==> src/rtl/ser_shifter_pkg.sv <==
package ser_shifter_pkg;

  typedef enum logic {
    ST_IDLE = 1'b0,
    ST_XFER = 1'b1
  } shState_t;

  typedef struct packed {
    logic load;    // capture parallel data
    logic fall;    // present next outgoing bit
    logic rise;    // shift in sampled bit
    logic finish;  // last sampling edge of the transfer
  } shStrobe_t;

endpackage

==> src/rtl/ser_shift_clkfront.sv <==
module ser_shift_clkfront #(
  parameter int SYNC_STAGES = 2
) (
  input  logic clk,
  input  logic rstN,
  input  logic cfgExtClk,
  input  logic busy,
  input  logic intTick,
  input  logic sckIn,
  output logic sckOut,
  output logic fallEv,
  output logic riseEv
);

  logic [SYNC_STAGES:0] syncQ;
  logic sckReg;
  logic extCur, extPrev;

  always_ff @(posedge clk or negedge rstN) begin
    if (!rstN) begin
      syncQ <= '1;
    end else begin
      syncQ <= {syncQ[SYNC_STAGES-1:0], sckIn};
    end
  end

  assign extCur  = syncQ[SYNC_STAGES-1];
  assign extPrev = syncQ[SYNC_STAGES];

  always_ff @(posedge clk or negedge rstN) begin
    if (!rstN) begin
      sckReg <= 1'b1;
    end else if (!busy || cfgExtClk) begin
      sckReg <= 1'b1;
    end else if (intTick) begin
      sckReg <= ~sckReg;
    end
  end

  always_comb begin
    if (cfgExtClk) begin
      fallEv = extPrev & ~extCur;
      riseEv = ~extPrev & extCur;
    end else begin
      fallEv = busy & intTick & sckReg;
      riseEv = busy & intTick & ~sckReg;
    end
  end

  assign sckOut = sckReg;

endmodule

==> src/rtl/ser_shift_ctrl.sv <==
module ser_shift_ctrl
  import ser_shifter_pkg::*;
#(
  parameter int DATA_W = 8
) (
  input  logic      clk,
  input  logic      rstN,
  input  logic      start,
  input  logic      loadEn,
  input  logic      fallEv,
  input  logic      riseEv,
  output logic      busy,
  output logic      doneIrq,
  output shStrobe_t strobe
);

  localparam int CNT_W = (DATA_W > 1) ? $clog2(DATA_W) : 1;
  localparam logic [CNT_W-1:0] LAST_BIT = CNT_W'(DATA_W - 1);

  shState_t       state;
  logic [CNT_W-1:0] bitCnt;
  logic           lowHalf;
  logic           doneQ;
  logic           inXfer;
  logic           takeFall, takeRise, lastRise;

  assign inXfer   = (state == ST_XFER);
  assign takeFall = inXfer & fallEv & ~lowHalf;
  assign takeRise = inXfer & riseEv & lowHalf;
  assign lastRise = takeRise & (bitCnt == LAST_BIT);

  always_comb begin
    strobe.load   = loadEn & ~inXfer;
    strobe.fall   = takeFall;
    strobe.rise   = takeRise;
    strobe.finish = lastRise;
  end

  always_ff @(posedge clk or negedge rstN) begin
    if (!rstN) begin
      state   <= ST_IDLE;
      bitCnt  <= '0;
      lowHalf <= 1'b0;
      doneQ   <= 1'b0;
    end else begin
      doneQ <= lastRise;
      case (state)
        ST_IDLE: begin
          if (start) begin
            state   <= ST_XFER;
            bitCnt  <= '0;
            lowHalf <= 1'b0;
          end
        end
        default: begin
          if (takeFall) lowHalf <= 1'b1;
          if (takeRise) begin
            lowHalf <= 1'b0;
            bitCnt  <= bitCnt + 1'b1;
          end
          if (lastRise) state <= ST_IDLE;
        end
      endcase
    end
  end

  assign busy    = inXfer;
  assign doneIrq = doneQ;

endmodule

==> src/rtl/ser_shift_datapath.sv <==
module ser_shift_datapath
  import ser_shifter_pkg::*;
#(
  parameter int DATA_W = 8
) (
  input  logic              clk,
  input  logic              rstN,
  input  logic              cfgMsbFirst,
  input  logic              cfgRxOnly,
  input  shStrobe_t         strobe,
  input  logic [DATA_W-1:0] loadData,
  input  logic              sdi,
  output logic [DATA_W-1:0] shiftReg,
  output logic              sdo
);

  logic txBit;
  logic outBit;
  logic [DATA_W-1:0] shifted;

  generate
    if (DATA_W > 1) begin : g_multi
      always_comb begin
        outBit  = cfgMsbFirst ? shiftReg[DATA_W-1] : shiftReg[0];
        shifted = cfgMsbFirst ? {shiftReg[DATA_W-2:0], sdi}
                              : {sdi, shiftReg[DATA_W-1:1]};
      end
    end else begin : g_single
      always_comb begin
        outBit  = shiftReg[0];
        shifted = sdi;
      end
    end
  endgenerate

  always_ff @(posedge clk or negedge rstN) begin
    if (!rstN) begin
      shiftReg <= '0;
    end else if (strobe.load) begin
      shiftReg <= loadData;
    end else if (strobe.rise) begin
      shiftReg <= shifted;
    end
  end

  always_ff @(posedge clk or negedge rstN) begin
    if (!rstN) begin
      txBit <= 1'b1;
    end else if (strobe.fall) begin
      txBit <= outBit;
    end else if (strobe.finish) begin
      txBit <= 1'b1;
    end
  end

  assign sdo = cfgRxOnly ? 1'b1 : txBit;

endmodule

==> src/rtl/ser_shifter.sv <==
module ser_shifter
  import ser_shifter_pkg::*;
#(
  parameter int DATA_W      = 8,
  parameter int SYNC_STAGES = 2
) (
  input  logic              clk,
  input  logic              rstN,
  input  logic              cfgRxOnly,
  input  logic              cfgMsbFirst,
  input  logic              cfgExtClk,
  input  logic              intTick,
  input  logic              loadEn,
  input  logic [DATA_W-1:0] loadData,
  input  logic              start,
  output logic [DATA_W-1:0] rxData,
  output logic              busy,
  output logic              doneIrq,
  input  logic              sckIn,
  output logic              sckOut,
  output logic              sckOe,
  output logic              sdo,
  input  logic              sdi
);

  shStrobe_t strobe;
  logic fallEv, riseEv;

  ser_shift_clkfront #(.SYNC_STAGES(SYNC_STAGES)) u_front (
    .clk      (clk),
    .rstN     (rstN),
    .cfgExtClk(cfgExtClk),
    .busy     (busy),
    .intTick  (intTick),
    .sckIn    (sckIn),
    .sckOut   (sckOut),
    .fallEv   (fallEv),
    .riseEv   (riseEv)
  );

  ser_shift_ctrl #(.DATA_W(DATA_W)) u_ctrl (
    .clk    (clk),
    .rstN   (rstN),
    .start  (start),
    .loadEn (loadEn),
    .fallEv (fallEv),
    .riseEv (riseEv),
    .busy   (busy),
    .doneIrq(doneIrq),
    .strobe (strobe)
  );

  ser_shift_datapath #(.DATA_W(DATA_W)) u_dp (
    .clk        (clk),
    .rstN       (rstN),
    .cfgMsbFirst(cfgMsbFirst),
    .cfgRxOnly  (cfgRxOnly),
    .strobe     (strobe),
    .loadData   (loadData),
    .sdi        (sdi),
    .shiftReg   (rxData),
    .sdo        (sdo)
  );

  assign sckOe = ~cfgExtClk;

endmodule

==> config.mk <==
export PLATFORM = sky130hd
export DESIGN_NAME = ser_shifter
export DESIGN_NICKNAME = d
export VERILOG_FILES = /design/src/rtl/ser_shifter_pkg.sv /design/src/rtl/ser_shift_clkfront.sv /design/src/rtl/ser_shift_ctrl.sv /design/src/rtl/ser_shift_datapath.sv /design/src/rtl/ser_shifter.sv
export SDC_FILE = /design/constraint.sdc
export NUM_CORES = 1
export LEC_CHECK = 0
export CAP_MARGIN = 25
export CORE_ASPECT_RATIO = 1.2
export CORE_MARGIN = 8
export CORE_UTILIZATION = 45
export DETAILED_ROUTE_END_ITERATION = 7
export GPL_TIMING_DRIVEN = 0
export HOLD_SLACK_MARGIN = 0.12
export PLACE_DENSITY = 0.87
export SETUP_SLACK_MARGIN = 0.02
export SLEW_MARGIN = 20
export SYNTH_ARGS = -nofsm -noshare
export SYNTH_HDL_FRONTEND = slang
export SYNTH_SLANG_ARGS = --single-unit
==> constraint.sdc <==
create_clock -name clk -period 3.21 [get_ports clk]
set_input_delay 0.963 -clock clk [delete_from_list [all_inputs] [get_ports clk]]
set_output_delay 0.963 -clock clk [all_outputs]
set_load 0.03 [all_outputs]
==> results of run 1 <==
-- per-stage QoR --
stage / hold WS [ps] / utilization [%] / cell area, sq um / instances / power, W
6_report: 370 / 65.1 / 1330 / 152 / 0.000969
5_1_grt: 372 / 65.1 / 1330 / 152 / 0.00103
4_1_cts: 368 / 65.0 / 1330 / 152 / 0.000976
3_5_place_dp: 352 / 63.7 / 1310 / 148 / 0.000852
3_3_place_gp: 347 / 63.7 / 1310 / 148 / 0.000833
2_1_floorplan: 345 / - / 978 / 89 / 0.000666
-- cell type report --
class | count | area, sq um
fill | 151 | 716
timing repair buffer | 29 | 292
tap | 30 | 37.5
sequential | 19 | 482
buffer | 3 | 22.5
clock buffer | 4 | 26.3
inverter | 5 | 18.8
multi-input combinational | 62 | 455
-- synthesized netlist by cell type, drive strengths merged --
cell type  count  share of area, %
buf            2               1.9
o22ai          1              0.64
o21ai         10               5.1
a31oi          1              0.64
nand3          1              0.51
dfstp          5                13
mux2i          9               9.2
and2           1              0.77
a221oi         1              0.90
nand2         13               5.0
o32ai          1              0.90
mux2           8               9.2
or3b           1               1.2
nand3b         1              0.77
or2            1              0.64
clkbuf         1              0.38
nor2b          1              0.64
xnor2          1              0.90
ha             2               2.6
dfrtp         14                36
a211oi         2               1.5
a21boi         1              0.77
a21o           2               1.8
a21oi          2               2.2
nor2           2              0.77
inv            5               1.9
-- how the worst max path moves through the flow --
stage,from,endpoint,slack (ps),depth (start not counted)
after detailed placement,cfgExtClk,sckOe,9,3
after global placement,cfgRxOnly,sdo,20,3
after CTS,cfgRxOnly,sdo,20,3
final,cfgExtClk,sckOe,280,3
after global routing,cfgExtClk,sckOe,240,3
after floorplan,cfgRxOnly,sdo,920,1
-- state kept, by name, summed over array words and instances, names as in the netlist --
signal / count
u_front.syncQ: 3
u_ctrl.lowHalf: 1
u_dp.shiftReg: 8
u_ctrl.doneIrq: 1
u_front.sckOut: 1
u_ctrl.bitCnt: 3
u_dp.txBit: 1
u_ctrl.busy: 1
-- worst register-to-register path, cell delays in order (launching register included) --
cell and delay, ps:
dfstp_2 410, or3b_4 390, a21oi_4 320, buf_8 180
mux2i_1 200, o21ai_1 80
-- layout by cell type (no fill, tap or decap), drive strengths merged --
cell / netlist / final
a211oi: 2 / 2
nand3b: 1 / 1
or2: 1 / 1
mux2i: 9 / 9
dlymetal6s2s: 0 / 1
ha: 2 / 2
a21oi: 2 / 2
o22ai: 1 / 1
xnor2: 1 / 1
a21o: 2 / 2
clkdlybuf4s50: 0 / 27
buf: 2 / 2
o21ai: 10 / 10
a21boi: 1 / 1
mux2: 8 / 8
nor2: 2 / 2
nand2: 13 / 13
clkbuf: 1 / 5
nand3: 1 / 1
a31oi: 1 / 1
dfstp: 5 / 5
and2: 1 / 1
nor2b: 1 / 1
a221oi: 1 / 1
o32ai: 1 / 1
or3b: 1 / 1
dlygate4sd2: 0 / 1
dfrtp: 14 / 14
inv: 5 / 5
-- cells by family after synthesis --
family	synth area share, %
DFF	49.2
buffers and inverters	4.22
and+or+nand+nor	10.2
xor gates and xnor gates	0.895
adders and majority gates	2.56
AOI/OAI and AO/OA	14.5
muxes	18.4
-- power by group through the flow --
| stage | clock network [W] | logic [W] | registers (W) |
|---|---|---|---|
| finish | 0.000122 | 0.000449 | 0.000398 |
| global route | 0.000133 | 0.000486 | 0.000407 |
| CTS | 0.000125 | 0.000454 | 0.000397 |
| detailed placement | 0 | 0.000453 | 0.000399 |
| global placement | 0 | 0.000435 | 0.000398 |
| floorplan | 0 | 0.000189 | 0.000477 |
-- per-layer routing --
metal / share of wire (%) / routed length (microns) / track usage [%] / vias up
li1: - / - / - / 378
met1: 43 / 996 / 13.4 / 383
met2: 50 / 1160 / 21.7 / 27
met3: 6.0 / 139 / 3.85 / 2
met4: 0.78 / 18 / 5.52 / 0
met5: 0 / 0 / 0 / -
-- what timing repair did --
action	4_1_cts	5_1_grt
buffers inserted	0	0
pin swaps	0	0
hold endpoints to repair	0	0
hold buffers	0	0
resized for setup	1	1
endpoints found under the setup margin	1	1
==> metrics.md, run 1 <==
| Metric | Value |
|---|---|
| Status | finished, final reports clean |
| Mean Syn Cell Area | 11.0 sq um |
| Hold_sp | u_front.syncQ[0] |
| Hold Path Class | flip-flop to flip-flop |
| Starting Density | 47.7% |
| CTS clk-pin slew, worst paths | 100 ps |
| CP peak stage delay | 480 ps |
| Sw frac | 39.0% |
| Root Buffer | clkbuf_4 |
| Final Skew | 0.461 ps |
| Final setup fails | 0 |
| Pre-CTS WS | 8.94 ps |
| Die height | 67.1 microns |
| Seq/Total Area, Yosys | 49.2% |
| DIE AREA | 0.00393 sq mm |
| Flop pwr share | 41.0% |
| Max Clk Rate | 342 MHz |
| Number of DRC markers in iteration 0 | 19 |
| Syn. warnings | 0 |
| RR Startpoint | u_front.sckOut |
| Maxcap violations | 0 |
| Number of global-route vias before repair | 853 |
| Total Routing Usage GR | 12.4% |
| Leak pwr | 0.554 nW |
| Delay-heaviest family, CP | buffers and inverters |
| Total Nets Final | 143 |
| Port Buffers | 29 |
| P_int | 0.000591 W |
| Clock Path Buffers | 2 |
| Worst-path maximum fanout | 5 |
| Crit path max-delay cell type | clkdlybuf4s50_1 |
| TritonRoute pass-1 iters | 4 |
| CTS tree | yes |
| Min Tclk post-route | 2930 ps |
| Global-route wire length before repair | 3800 microns |
| Syn_nets | 109 |
| Area grow syn2layout | 36.3% |
| Clock share of power | 12.6% |
| VDD IR max | 0.000515 V |
| Post-route setup slack | 283 ps |
| Final Hold Vio Count | 0 |
| Final max-slew violation count | 0 |
| Total number of vias | 790 |
| Mapped Cells | 89 |
| Routed length per instance | 15.2 microns |
| Net Switching | 0.000378 W |
| Critical setup path kind | input port to output port |
| Hold EP | u_front.syncQ[1] |
| Hold path cells | 0 |
| Num CTS Buffers | 3 |
| Core area | 0.00205 sq mm |
| Worst setup SP type | input port |
| Via density | 5.20 |
| Rows | 18 |
| Initial antenna violation count | 0 |
| Critical Path Sink Type | output port |
| Least-Margin Pin Slew | 842 ps |
| Synth Register Bits | 19 |
| Final ANT Viol Nets | 0 |
| Syn Std Cell Area | 978 sq um |
| Reg2Reg Setup Slack | 1510 ps |
| Worst-Skew Late Latency | 300 ps |
| Sink Count | 19 |
| H-tree Lvls | 1 |
| CP Data Arrival Time | 1960 ps |
| # IOs | 31 |
| Unrepaired setup endpoints after global routing | no |
| Library cells used by synthesis | 29 |
| Layout cells sized above 1 | 18.9% |
| Die width | 58.6 microns |
| Critical path cell sequence | clkdlybuf4s50_1 > inv_1 > dlygate4sd2_1 |
| Final worst-path cycle share | 91.2% |
| Combinational share of power | 46.4% |
| Routability cong. | 0.712 |
| FF-to-FF End | u_dp.shiftReg[4] |
| Post-Route WL | 2320 microns |
| Largest net degree at the start of global routing | 20 |
| Residual DRC | 0 |
| R2r worst-path depth | 5 |
| Antenna cell count | 0 |
| Rel. slew slack | 43.7% |
| Dpl hpwl | 1840 microns |
| TNS Setup | 0 ps |
| Crit path buf inv count | 3 |
| Req. time, crit path | 2250 ps |
| Power Density | 727 mW/mm^2 |
| Total grt overflow | 0 |
Note: power is estimated with default switching activity, not from simulation.
==> run 2, diff against run 1 <==
--- a/config.mk
+++ b/config.mk
@@ -12,9 +12,10 @@
 export DETAILED_ROUTE_END_ITERATION = 7
 export GPL_TIMING_DRIVEN = 0
 export HOLD_SLACK_MARGIN = 0.12
-export PLACE_DENSITY = 0.87
+export PLACE_DENSITY = 0.86
 export SETUP_SLACK_MARGIN = 0.02
 export SLEW_MARGIN = 20
 export SYNTH_ARGS = -nofsm -noshare
 export SYNTH_HDL_FRONTEND = slang
+export SYNTH_HIERARCHICAL = 1
 export SYNTH_SLANG_ARGS = --single-unit
==> metrics.md, run 2 <==
| Metric | Value |
|---|---|
| Leak pwr | 0.593 nW |
| Routed length per instance | 13.9 microns |
| Residual DRC | 0 |
| Worst setup SP type | input port |
| Post-Route WL | 2230 microns |
| Seq/Total Area, Yosys | 46.5% |
| Final max-slew violation count | 0 |
| Least-Margin Pin Slew | 819 ps |
| Sink Count | 19 |
| Total grt overflow | 0 |
| Antenna cell count | 0 |
| Top-count cell post-synth | dfrtp_1 |
| R2r worst-path depth | 7 |
| RR Startpoint | u_ctrl/busy |
| TritonRoute pass-1 iters | 4 |
| Final Hold Vio Count | 0 |
| Hold Path Class | flip-flop to flip-flop |
| Req. time, crit path | 2250 ps |
| Routability cong. | 0.780 |
| Largest register FFs | 8 |
| Delay-heaviest family, CP | buffers and inverters |
| VDD IR max | 0.000382 V |
| H-tree Lvls | 1 |
| Rows | 19 |
| CP peak stage delay | 390 ps |
| Worst-Skew Late Latency | 290 ps |
| Syn Std Cell Area | 0.00104 sq mm |
| Crit path buf inv count | 2 |
| Root Buffer | clkbuf_4 |
| Clock Path Buffers | 2 |
| Area after DPL | 0.00137 sq mm |
| Status | finished, final reports clean |
| Initial antenna violation count | 0 |
| Die width | 59.8 microns |
| Num CTS Buffers | 3 |
| DIE AREA | 0.00410 sq mm |
| Library cells used by synthesis | 31 |
| Layout cells sized above 1 | 20.8% |
| Reg2Reg Setup Slack | 1400 ps |
| Post-route setup slack | 258 ps |
| Pre-CTS WS | 6.74 ps |
| Critical Path Sink Type | output port |
| Crit path from | cfgRxOnly |
| Syn_nets | 117 |
| Synth top cells by count | dfrtp_1 (14), nand2_1 (13), mux2i_1 (9) |
| Mapped Cells | 97 |
| Worst-path maximum fanout | 1 |
| Prevailing post-synth register cell | dfrtp_1 |
| Most frequent cells in the layout | clkdlybuf4s50_1 (27), dfrtp_1 (14), nand2_1 (13) |
| Global-route wire length before repair | 3710 microns |
| Critical setup path kind | input port to output port |
| Total Routing Usage GR | 11.5% |
| Finished Cell Area | 0.00139 sq mm |
| Dpl hpwl | 1720 microns |
| Mean Syn Cell Area | 10.7 sq um |
| Die height | 68.6 microns |
| Syn. warnings | 6 |
| Starting Density | 46.4% |
| Final worst-path cycle share | 92.0% |
| Final ANT Viol Nets | 0 |
| Core area | 0.00223 sq mm |
| Area grow syn2layout | 34.4% |
| Total Nets Final | 151 |
| Power Density | 674 mW/mm^2 |
| CTS tree | yes |
| FF-to-FF End | u_dp/shiftReg[4] |
| Max Clk Rate | 339 MHz |
| Via density | 5.20 |
| Worst setup path end | sdo |
| TNS Setup | 0 ps |
| Largest net degree at the start of global routing | 20 |
| Port Buffers | 29 |
| Unrepaired setup endpoints after global routing | no |
| CTS clk-pin slew, worst paths | 100 ps |
| Top cell type by total area after synthesis | dfrtp_1 |
| Maxcap violations | 0 |
| Final Skew | 3.33 ps |
| Number of global-route vias before repair | 842 |
| Area contributors post-synth | dfrtp_1 (34%), dfstp_2 (13%), mux2i_1 (8.7%) |
| Critical path cell sequence | clkdlybuf4s50_1 > or2_2 > dlygate4sd2_1 |
| Most common cell after layout, fill and taps aside | clkdlybuf4s50_1 |
| CP Data Arrival Time | 1990 ps |
| Postcts setup bufs | 0 |
| Post-synth EDFFs | 0 |
| Hold_buf cts | 0 |
| Placed insts | 157 |
| Largest registers | u_dp/shiftReg (8), u_ctrl/bitCnt (3), u_front/syncQ (3) |
| Synth Register Bits | 19 |
| Rel. slew slack | 45.3% |
| Synth top area share | 33.8% |
| # IOs | 31 |
| Number of DRC markers in iteration 0 | 28 |
| Largest Register | u_dp/shiftReg |
| Total number of vias | 837 |
| Crit path max-delay cell type | clkdlybuf4s50_1 |
| Final cell count without fillers | 161 |
| Final setup fails | 0 |
| Min Tclk post-route | 2950 ps |
| Hold slack | 366 ps |
| Worst path depth | 3 |
| Post-synth ARST share | 100% |
run 2: cell count changes after synthesis, moves of 4 or more:
cell / delta
mux2_2: -8
o211ai_1: +6
nand3_1: +4
or3b_2: +6
o21ai_0: -6
inv_1: -4
run 2: worst min path at each step:
stage	start	end	slack, ps	cells past startpoint
final	u_front/syncQ[0]	u_front/syncQ[1]	370	0
after global routing	u_front/syncQ[0]	u_front/syncQ[1]	370	0
after CTS	u_front/syncQ[0]	u_front/syncQ[1]	370	0
after detailed placement	u_front/syncQ[0]	u_front/syncQ[1]	350	0
after global placement	u_front/syncQ[0]	u_front/syncQ[1]	350	0
after floorplan	u_front/syncQ[0]	u_front/syncQ[1]	350	0
run 2: kinds of logic after synthesis:
group,after synthesis,synth area share (%)
AO/OA/AOI/OAI,14,11.0
XOR/XNOR,2,1.69
adder cells (fa/ha/maj),2,2.42
buffers and inverters,8,5.07
flip-flops,19,46.5
multiplexers,9,8.70
AND/OR/NAND/NOR,43,24.6
run 2: layout make-up:
type	count	area [sq um]
repair buffers	29	292
well taps	31	38.8
plain buffers	7	48.8
flip-flops and latches	19	482
clock buffers	4	26.3
inverters	1	3.75
multi-input cells	70	502
fillers	198	842
run 2: report_power, final:
group	switching (W)	internal [W]	total [W]
Sequential	0.0000757	0.000320	0.000396
Clock	0.0000681	0.0000483	0.000116
Combinational	0.000208	0.000218	0.000427
run 2: repair_timing:
item	in CTS	in global routing
setup endpoints to repair	1	1
endpoints found under the hold margin	0	0
resized for setup	1	1
run 2: routing by layer:
metal,vias up,GRT usage (%),routed length [microns]
met1,402,13.7,940
met4,0,3.88,12
met3,2,2.60,100
li1,412,-,-
met2,21,19.8,1180
met5,-,0,0
run 2: worst register-to-register path: stages, from the launching register on:
cell and delay, ps:
dfrtp_1 450, nand2_1 90, o32ai_2 360, and3_4 260, buf_4 140, nand2b_1 60, buf_2 170, o211ai_1 200
run 2: metrics by stage:
| step | utilization [%] | power (W) |
|---|---|---|
| after CTS | 62.2 | 0.000946 |
| after global placement | 61.1 | 0.000813 |
| after global routing | 62.3 | 0.000996 |
| final | 62.3 | 0.000939 |
| after floorplan | - | 0.000659 |
| after detailed placement | 61.1 | 0.000830 |
